===== config.mk =====
export PLATFORM = sky130hd
export DESIGN_NAME = ata_pio_sequencer
export DESIGN_NICKNAME = d
export VERILOG_FILES = /design/src/rtl/ata_pio_pkg.sv /design/src/rtl/ata_pio_prof_sel.sv /design/src/rtl/ata_pio_seq.sv /design/src/rtl/ata_pio_sequencer.sv
export SDC_FILE = /design/constraint.sdc
export NUM_CORES = 1
export LEC_CHECK = 0
export BUFFER_PORTS_ARGS = -buffer_cell sky130_fd_sc_hd__buf_2
export CAP_MARGIN = 20
export CORE_UTILIZATION = 49
export CTS_CLUSTER_SIZE = 30
export DETAILED_ROUTE_END_ITERATION = 6
export GPL_TIMING_DRIVEN = 1
export PLACE_DENSITY = 0.81
export SLEW_MARGIN = 20
export SYNTH_ARGS = -nofsm -noshare
export SYNTH_HDL_FRONTEND = slang
export SYNTH_HIERARCHICAL = 1
export SYNTH_SLANG_ARGS = --single-unit

===== constraint.sdc =====
create_clock -name clk -period 3 [get_ports clk]
set_clock_uncertainty 0.15 [all_clocks]
set_input_delay 0.15 -clock clk [delete_from_list [all_inputs] [get_ports clk]]
set_output_delay 0.15 -clock clk [all_outputs]
set_load 0.01 [all_outputs]

===== src/rtl/ata_pio_pkg.sv =====
package ata_pio_pkg;
    typedef enum logic [2:0] {
        PH_IDLE   = 3'd0,
        PH_SETUP  = 3'd1,
        PH_ACTIVE = 3'd2,
        PH_HOLD   = 3'd3,
        PH_RECOV  = 3'd4
    } ata_phase_e;

    typedef enum logic [1:0] {
        PROF_CMD  = 2'd0,
        PROF_DEV0 = 2'd1,
        PROF_DEV1 = 2'd2
    } ata_prof_e;
endpackage


===== src/rtl/ata_pio_prof_sel.sv =====
module ata_pio_prof_sel
    import ata_pio_pkg::*;
#(
    parameter int TW        = 8,
    parameter int AW        = 4,
    parameter int DATA_ADDR = 0
) (
    input  logic [AW-1:0]   addr,
    input  logic            dev_sel,
    input  logic            fast_en0,
    input  logic            fast_en1,
    input  logic [4*TW-1:0] cmd_tim,
    input  logic            cmd_rdy_en,
    input  logic [4*TW-1:0] d0_tim,
    input  logic            d0_rdy_en,
    input  logic [4*TW-1:0] d1_tim,
    input  logic            d1_rdy_en,
    output ata_prof_e       prof,
    output logic [4*TW-1:0] sel_tim,
    output logic            sel_rdy_en
);
    localparam logic [AW-1:0] DPORT = AW'(DATA_ADDR);

    always_comb begin
        prof = PROF_CMD;
        if (addr == DPORT) begin
            if (!dev_sel && fast_en0)
                prof = PROF_DEV0;
            else if (dev_sel && fast_en1)
                prof = PROF_DEV1;
        end
    end

    always_comb begin
        case (prof)
            PROF_DEV0: begin sel_tim = d0_tim;  sel_rdy_en = d0_rdy_en;  end
            PROF_DEV1: begin sel_tim = d1_tim;  sel_rdy_en = d1_rdy_en;  end
            default:   begin sel_tim = cmd_tim; sel_rdy_en = cmd_rdy_en; end
        endcase
    end
endmodule


===== src/rtl/ata_pio_seq.sv =====
module ata_pio_seq
    import ata_pio_pkg::*;
#(
    parameter int TW = 8,
    parameter int DW = 16
) (
    input  logic            clk,
    input  logic            rst_n,
    input  logic            srst,
    input  logic            go,
    input  logic            dir_wr,
    input  logic [4*TW-1:0] tim,
    input  logic            rdy_en,
    input  logic [DW-1:0]   bus_din,
    input  logic            iordy_s,
    output logic            done,
    output logic [DW-1:0]   rd_data,
    output logic            rd_strobe,
    output logic            wr_strobe,
    output logic            bus_oe
);
    localparam int SETUP_LSB = 0;
    localparam int ACT_LSB   = TW;
    localparam int HOLD_LSB  = 2 * TW;
    localparam int REC_LSB   = 3 * TW;

    typedef struct packed {
        ata_phase_e    ph;
        logic [TW-1:0] cnt;
        logic          wr;
        logic          rdy_en;
        logic [TW-1:0] t_act;
        logic [TW-1:0] t_hold;
        logic [TW-1:0] t_rec;
        logic          done;
        logic [DW-1:0] rdat;
    } seq_t;

    seq_t st_d, st_q;
    logic cnt_zero_q;

    assign cnt_zero_q = (st_q.cnt == '0);

    always_comb begin
        st_d      = st_q;
        st_d.done = 1'b0;
        case (st_q.ph)
            PH_IDLE: begin
                if (go) begin
                    st_d.ph     = PH_SETUP;
                    st_d.cnt    = tim[SETUP_LSB +: TW];
                    st_d.t_act  = tim[ACT_LSB +: TW];
                    st_d.t_hold = tim[HOLD_LSB +: TW];
                    st_d.t_rec  = tim[REC_LSB +: TW];
                    st_d.wr     = dir_wr;
                    st_d.rdy_en = rdy_en;
                end
            end
            PH_SETUP: begin
                if (cnt_zero_q) begin
                    st_d.ph  = PH_ACTIVE;
                    st_d.cnt = st_q.t_act;
                end else begin
                    st_d.cnt = st_q.cnt - 1'b1;
                end
            end
            PH_ACTIVE: begin
                if (!cnt_zero_q) begin
                    st_d.cnt = st_q.cnt - 1'b1;
                end else if (!(st_q.rdy_en && !iordy_s)) begin
                    st_d.ph  = PH_HOLD;
                    st_d.cnt = st_q.t_hold;
                    if (!st_q.wr)
                        st_d.rdat = bus_din;
                end
            end
            PH_HOLD: begin
                if (cnt_zero_q) begin
                    st_d.ph  = PH_RECOV;
                    st_d.cnt = st_q.t_rec;
                end else begin
                    st_d.cnt = st_q.cnt - 1'b1;
                end
            end
            PH_RECOV: begin
                if (cnt_zero_q) begin
                    st_d.ph   = PH_IDLE;
                    st_d.done = 1'b1;
                end else begin
                    st_d.cnt = st_q.cnt - 1'b1;
                end
            end
            default: st_d.ph = PH_IDLE;
        endcase
    end

    always_ff @(posedge clk or negedge rst_n) begin
        if (!rst_n)
            st_q <= '0;
        else if (srst)
            st_q <= '0;
        else
            st_q <= st_d;
    end

    assign done      = st_q.done;
    assign rd_data   = st_q.rdat;
    assign rd_strobe = (st_q.ph == PH_ACTIVE) && !st_q.wr;
    assign wr_strobe = (st_q.ph == PH_ACTIVE) && st_q.wr;
    assign bus_oe    = st_q.wr && (st_q.ph == PH_SETUP || st_q.ph == PH_ACTIVE
                                   || st_q.ph == PH_HOLD);

    a_r1_sync_reset_idles: assert property (@(posedge clk) disable iff (!rst_n)
        srst |=> (st_q.ph == PH_IDLE && !done));

    a_r2_phase_held_while_counting: assert property (@(posedge clk) disable iff (!rst_n)
        (st_q.ph != PH_IDLE && !cnt_zero_q && !srst) |=> $stable(st_q.ph));

    a_r3_done_single_cycle: assert property (@(posedge clk) disable iff (!rst_n)
        done |=> !done);

    a_r4_strobes_exclusive: assert property (@(posedge clk) disable iff (!rst_n)
        !(rd_strobe && wr_strobe));

    a_r5_read_bus_undriven: assert property (@(posedge clk) disable iff (!rst_n)
        rd_strobe |-> !bus_oe);

    a_r8_ready_stretches: assert property (@(posedge clk) disable iff (!rst_n)
        (st_q.ph == PH_ACTIVE && cnt_zero_q && st_q.rdy_en && !iordy_s && !srst)
        |=> (st_q.ph == PH_ACTIVE && $stable(rd_strobe) && $stable(wr_strobe)));

    a_r10_no_restart_when_busy: assert property (@(posedge clk) disable iff (!rst_n)
        (st_q.ph inside {PH_ACTIVE, PH_HOLD, PH_RECOV}) |=> st_q.ph != PH_SETUP);
endmodule


===== src/rtl/ata_pio_sequencer.sv =====
module ata_pio_sequencer
    import ata_pio_pkg::*;
#(
    parameter int TW        = 8,
    parameter int DW        = 16,
    parameter int AW        = 4,
    parameter int DATA_ADDR = 0
) (
    input  logic            clk,
    input  logic            rst_n,
    input  logic            srst,
    input  logic            go,
    input  logic            dir_wr,
    input  logic [AW-1:0]   addr,
    input  logic            dev_sel,
    input  logic            fast_en0,
    input  logic            fast_en1,
    input  logic [4*TW-1:0] cmd_tim,
    input  logic            cmd_rdy_en,
    input  logic [4*TW-1:0] d0_tim,
    input  logic            d0_rdy_en,
    input  logic [4*TW-1:0] d1_tim,
    input  logic            d1_rdy_en,
    input  logic [DW-1:0]   bus_din,
    input  logic            iordy_s,
    output logic            done,
    output logic [DW-1:0]   rd_data,
    output logic            rd_strobe,
    output logic            wr_strobe,
    output logic            bus_oe
);
    ata_prof_e       prof;
    logic [4*TW-1:0] sel_tim;
    logic            sel_rdy_en;

    ata_pio_prof_sel #(.TW(TW), .AW(AW), .DATA_ADDR(DATA_ADDR)) u_prof_sel (
        .addr       (addr),
        .dev_sel    (dev_sel),
        .fast_en0   (fast_en0),
        .fast_en1   (fast_en1),
        .cmd_tim    (cmd_tim),
        .cmd_rdy_en (cmd_rdy_en),
        .d0_tim     (d0_tim),
        .d0_rdy_en  (d0_rdy_en),
        .d1_tim     (d1_tim),
        .d1_rdy_en  (d1_rdy_en),
        .prof       (prof),
        .sel_tim    (sel_tim),
        .sel_rdy_en (sel_rdy_en)
    );

    ata_pio_seq #(.TW(TW), .DW(DW)) u_seq (
        .clk       (clk),
        .rst_n     (rst_n),
        .srst      (srst),
        .go        (go),
        .dir_wr    (dir_wr),
        .tim       (sel_tim),
        .rdy_en    (sel_rdy_en),
        .bus_din   (bus_din),
        .iordy_s   (iordy_s),
        .done      (done),
        .rd_data   (rd_data),
        .rd_strobe (rd_strobe),
        .wr_strobe (wr_strobe),
        .bus_oe    (bus_oe)
    );

    a_r7_registers_use_cmd: assert property (@(posedge clk) disable iff (!rst_n)
        (addr != AW'(DATA_ADDR)) |-> (prof == PROF_CMD && sel_tim == cmd_tim));

    a_r6_fast_device_profile: assert property (@(posedge clk) disable iff (!rst_n)
        (addr == AW'(DATA_ADDR) && dev_sel && fast_en1) |-> (sel_tim == d1_tim));
endmodule


Word level (Yosys, flattened, before mapping)
Index checks and enable logic that the tools add are counted.

Flip-flop bits (word level): 54. Bits of input ports: 128. Output and inout port bits: 20.

$add $sub $neg: 1. Equality and inequality tests: 16. Muxes and demuxes: 25. Reductions and logical operators: 23.

Operators with widths (count): 16-bit 2-to-1 mux (4); 32-bit one-hot mux with 2 select lines (1); 54-bit 2-to-1 mux (1); 8-bit one-hot mux with 5 select lines (1); 37-bit 2-to-1 mux (1); 8-bit 2-to-1 mux (4); 26-bit 2-to-1 mux (1); 3-bit one-hot mux with 5 select lines (1); 3-bit 2-to-1 mux (4); 3-bit by 2-bit != test with 1-bit output, second input constant (4); 11-bit 2-to-1 mux (1); 3-bit != test, second input constant (3); 8-bit logical NOT (1); 4-bit AND reduction (2); 2-bit nonzero test (4); 8-bit by 1-bit subtractor with 8-bit output, second input constant (1); 3-bit by 2-bit equality test with 1-bit output, second input constant (2); 1-bit logical AND (6); 2-bit 2-to-1 mux (3); 6-bit AND reduction (1); 6-bit nonzero test (1); 4-bit logical NOT (1); 2-bit != test, second input constant (2); 4-bit != test, second input constant (1); other kinds (10) (14).

Logic depth before layout (Yosys ltp)
Depth in word-level cells: 9. Depth in mapped cells: 11. Gate-level depth less buffers: 9.

Hierarchy
The synthesis kept the hierarchy.

Modules (own cells, without submodules): ata_pio_seq (times used 1, cells an instance 331, area each 2989.1 sq um); ata_pio_prof_sel (times used 1, cells an instance 121, area each 703.2 sq um).

Worst setup path before layout
Ideal clock, no wire load.

Path kind: reg-to-reg. From: reg u_seq/st_q[48] (netlist bit). To: reg u_seq/st_q[47] (netlist bit). Setup time: 0.125 ns. Arrival time: 2.067 ns. Data required time: 2.725 ns. Path slack: 0.658 ns. Cell stages (with the launch flop): 7. Clock period less this slack: 2.342 ns. Cells stage by stage: dfrtp_1 -> or4_1 -> buf_2 -> nor3_4 -> a21boi_2 -> nor2_2 -> mux2_2.

Longest elaborated chain between the ends: 4. Elaborated cells on any way between the ends: 9.

RTL lines: start, declared (RTL line ata_pio_seq.sv:39) `seq_t st_d, st_q;`; start signal, assigned (RTL line ata_pio_seq.sv:103) `st_q <= st_d;`; 8-bit logical NOT (*) (RTL line ata_pio_seq.sv:42) `assign cnt_zero_q = (st_q.cnt == '0);`; 8-bit 2-to-1 mux (on tied branches) (RTL line ata_pio_seq.sv:78, ata_pio_seq.sv:60, ata_pio_seq.sv:68); 8-bit one-hot mux with 5 select lines (RTL line ata_pio_seq.sv:47) `case (st_q.ph)`; 54-bit 2-to-1 mux (RTL line ata_pio_seq.sv:100) `else if (srst)`.

Mark *: on every way between the ends. The rest lies on a longest branch, timed or not. A chain may end at the register's enable or synchronous reset.

Worst setup path in the final report
Same ends and word-level chain as after synthesis.

==> results.md <==
- Status: completed
- Synthesized instance count: approximately 450
- Initial core utilization: 0.5091
- Ranking of synthesized cells by instance count: sky130_fd_sc_hd__nand2_1, sky130_fd_sc_hd__dfrtp_1, sky130_fd_sc_hd__a21oi_1
- Share of flip-flops with an asynchronous set or reset after synthesis: 1.000
- R2r endpoint: u_seq/st_q[47]
- Share of synthesized area occupied by flip-flops and latches: 0.3660
- Drt first pass iters: 5
- Maxcap violations: 0
- Mean area per synthesized cell: just over 8 sq um
- Fin util: 0.6350
- Post-synthesis instance area: approximately 3700 sq um
- Hold Path Depth: 5
- Worst Max-Slew Pin Slew: just under 0.9 ns
- Minimum period implied by the final worst setup slack: ~2.5 ns
- Data required time of the worst path: approximately 3 ns
- Worst-Skew Late Latency: slightly above 0.3 ns
- Count of final hold-check violations: 0
- Beginning of the worst hold path: cmd_tim[12]
- TritonCTS clock tree: built
- Crit start category: flop
- Max VDD drop: approximately 230 uV
- Initial antenna violation count: 0
- Final setup margin: between 0.4 and 0.5 ns
- FF-to-FF path depth: 5
- Power density normalized to cell area: 471.7 nW/um^2
- Part of the cycle the worst path needs: 0.8467
- Pin count of the biggest net entering global routing: 42
- Root buffer cell: sky130_fd_sc_hd__clkbuf_8
- Flip-flop and latch count after synthesis: between 50 and 60
- Final count of pins violating max slew: 0
- Max-slew headroom: 0.4164
- Number of nets still failing antenna checks after routing: 0
- Post-CTS clock slew at the launch and capture registers of the worst setup and hold paths: about 0.1 ns
- HP Class: in -> reg
- PortBufs: between 100 and 150
- Synth top area cells: sky130_fd_sc_hd__dfrtp_1, sky130_fd_sc_hd__nand2_1, sky130_fd_sc_hd__a22oi_1
- Place WS: just over 0.3 ns
- Count of instances resized after the clock tree is built: 0
- Global-route wire length before repair: 15860 um
- Number of vias after detailed routing: roughly 3800
- Setup repair after global routing missed its margin: false
- Core outline area: between 7000 and 8000 sq um
- Via count of the first global-routing pass: around 3500
- # DRC: 0
- Nets in the synthesized netlist: 583
- Vias per Instance: between 5 and 6
- Total wire length: slightly below 10000 um
- Number of clock sinks: 54
- Filler cells: about 650
- Die boundary height: around 90 um
- Worst R2R Start: u_seq/st_q[48]
- Most frequently used cell type in the post-synthesis netlist: sky130_fd_sc_hd__nand2_1
- Crit. End Element: flop
- Hold Path End: u_seq/st_q[37]
- Pleak: 2.181 nW
- Clock buffers created by TritonCTS: 5
- Worst setup path category: reg -> reg
- Max frequency: a little under 400 MHz
- Die area: around 7900 sq um
- Cell type with the highest aggregate area in the netlist: sky130_fd_sc_hd__dfrtp_1
- Detailed router's first-iteration violation count: 295
- Number of top-level design ports: 148
- Most frequently used flop master after synthesis: sky130_fd_sc_hd__dfrtp_1
- Floorplan die width: 88.81 um
- Leftover overflow at the end of global routing: 0
- Post-synthesis cell type count: a little over 60
- Total negative slack for setup checks: 0 ns
- HPWL after detailed placement: approximately 7000 um
- Ratio of cells with drive above 1 in the final layout: 0.3144
- Number of warnings issued by yosys: 6
- Weighted congestion at the end of routability-driven global placement: a little over 0.9
- Setup slack, reg-to-reg: between 0.4 and 0.5 ns
- Top cell type's share of synthesized area: 0.3660
- Maximum net fanout on the critical path: 10
- Depth of the CTS H-tree: 2
- Net count reported at finish: 712
- Standard-cell row count: 31
- GRT Total Usage: 0.2585
- Detail-routed net length per standard cell: 14.34 um
- WP data arrival: ~2.6 ns
- Setup violations, final: 0
- Area grow syn2layout: 24.74%
- Maximum clock insertion buffer count: 2
- Count of flip-flops with a built-in enable after synthesis: 0
- Antenna diodes: 0
-- cells by family after synthesis --
logic type                 count (synthesis)  share of synthesized area
and+or+nand+nor                          164                     0.2172
AOI/OAI and AO/OA                        155                     0.2758
buffers and inverters                     63                    0.09556
xor gates and xnor gates                   4                   0.009490
DFF                                       54                     0.3660
muxes                                      9                    0.02575
adders and majority gates                  3                    0.01017
-- layout make-up --
class | count | area (sq um) | area share
inverter | 6 | 22.52 | 0.004890
sequential | 54 | 1351 | 0.2934
tap | 99 | 123.9 | 0.02689
clock buffer | 6 | 82.58 | 0.01793
timing repair buffer | 179 | 1021 | 0.2217
clock inverter | 2 | 16.27 | 0.003532
multi-input combinational | 335 | 1988 | 0.4317
-- repair_timing --
action	CTS	global route
endpoints found under the hold margin	57	0
setup buffers	0	0
hold buffers	18	0
-- how the worst max path moves through the flow --
stage,start,to,slack [ns]
3_3_place_gp,addr[3],u_seq/st_q[49],0.43
6_report,u_seq/st_q[48],u_seq/st_q[47],0.46
5_1_grt,u_seq/st_q[49],u_seq/st_q[48],0.36
3_5_place_dp,addr[3],u_seq/st_q[49],0.31
2_1_floorplan,u_seq/st_q[48],u_seq/st_q[47],0.66
4_1_cts,u_seq/st_q[48],u_seq/st_q[47],0.49
-- worst max-delay path: stages, from the launching register on --
cell and delay, ns:
sky130_fd_sc_hd__dfrtp_1 0.43, sky130_fd_sc_hd__or4_1 0.68, sky130_fd_sc_hd__nor3_4 0.37, sky130_fd_sc_hd__a21boi_2 0.22, sky130_fd_sc_hd__nor2_2 0.23, sky130_fd_sc_hd__mux2_2 0.36
-- stage by stage --
stage	cells	hold slack [ns]	instance area, sq um	total power [mW]
5_1_grt	681	0.04114	4606	2.302
3_5_place_dp	655	0.1621	4327	1.715
3_3_place_gp	655	0.1529	4327	1.712
6_report	681	0.02513	4606	2.172
4_1_cts	681	0.02351	4606	2.162
2_1_floorplan	452	-0.2956	3692	1.464
-- where the power goes --
| part | internal [mW] | switching [mW] |
|---|---|---|
| Sequential | 0.800 | 0.0694 |
| Clock | 0.190 | 0.243 |
| Combinational | 0.363 | 0.506 |
| Total | 1.35 | 0.819 |
-- state kept, by name (all words and copies together), names as in the netlist --
signal,count
u_seq/done,1
u_seq/rd_data,16
u_seq/st_q,37
-- placed cells by master, fill, tap and decap left out, types with 3 or more instances in the layout --
cell and count:
sky130_fd_sc_hd__buf_2 147, sky130_fd_sc_hd__nand2_1 94, sky130_fd_sc_hd__dfrtp_1 54, sky130_fd_sc_hd__a21oi_1 38, sky130_fd_sc_hd__a22oi_1 33, sky130_fd_sc_hd__o21ai_0 25, sky130_fd_sc_hd__dlygate4sd3_1 18, sky130_fd_sc_hd__a22o_1 17
sky130_fd_sc_hd__buf_4 14, sky130_fd_sc_hd__o21ai_1 13, sky130_fd_sc_hd__nor2_1 13, sky130_fd_sc_hd__nor3_1 11, sky130_fd_sc_hd__nand2b_1 7, sky130_fd_sc_hd__clkbuf_8 6, sky130_fd_sc_hd__nand3b_1 6, sky130_fd_sc_hd__inv_1 6
sky130_fd_sc_hd__nor2b_1 6, sky130_fd_sc_hd__mux2i_1 5, sky130_fd_sc_hd__a31oi_1 4, sky130_fd_sc_hd__mux2_2 4, sky130_fd_sc_hd__nand3_1 3, sky130_fd_sc_hd__ha_1 3, sky130_fd_sc_hd__a311oi_1 3, sky130_fd_sc_hd__o22ai_1 3
-- metal layers --
metal	up-vias	share of wire	global-route usage
li1	1870	-	-
met1	1756	0.43	0.3337
met2	148	0.51	0.4476
met3	16	0.051	0.03731
met4	0	0.017	0.08065
met5	-	0	0
(Power assumes the default switching activity.)
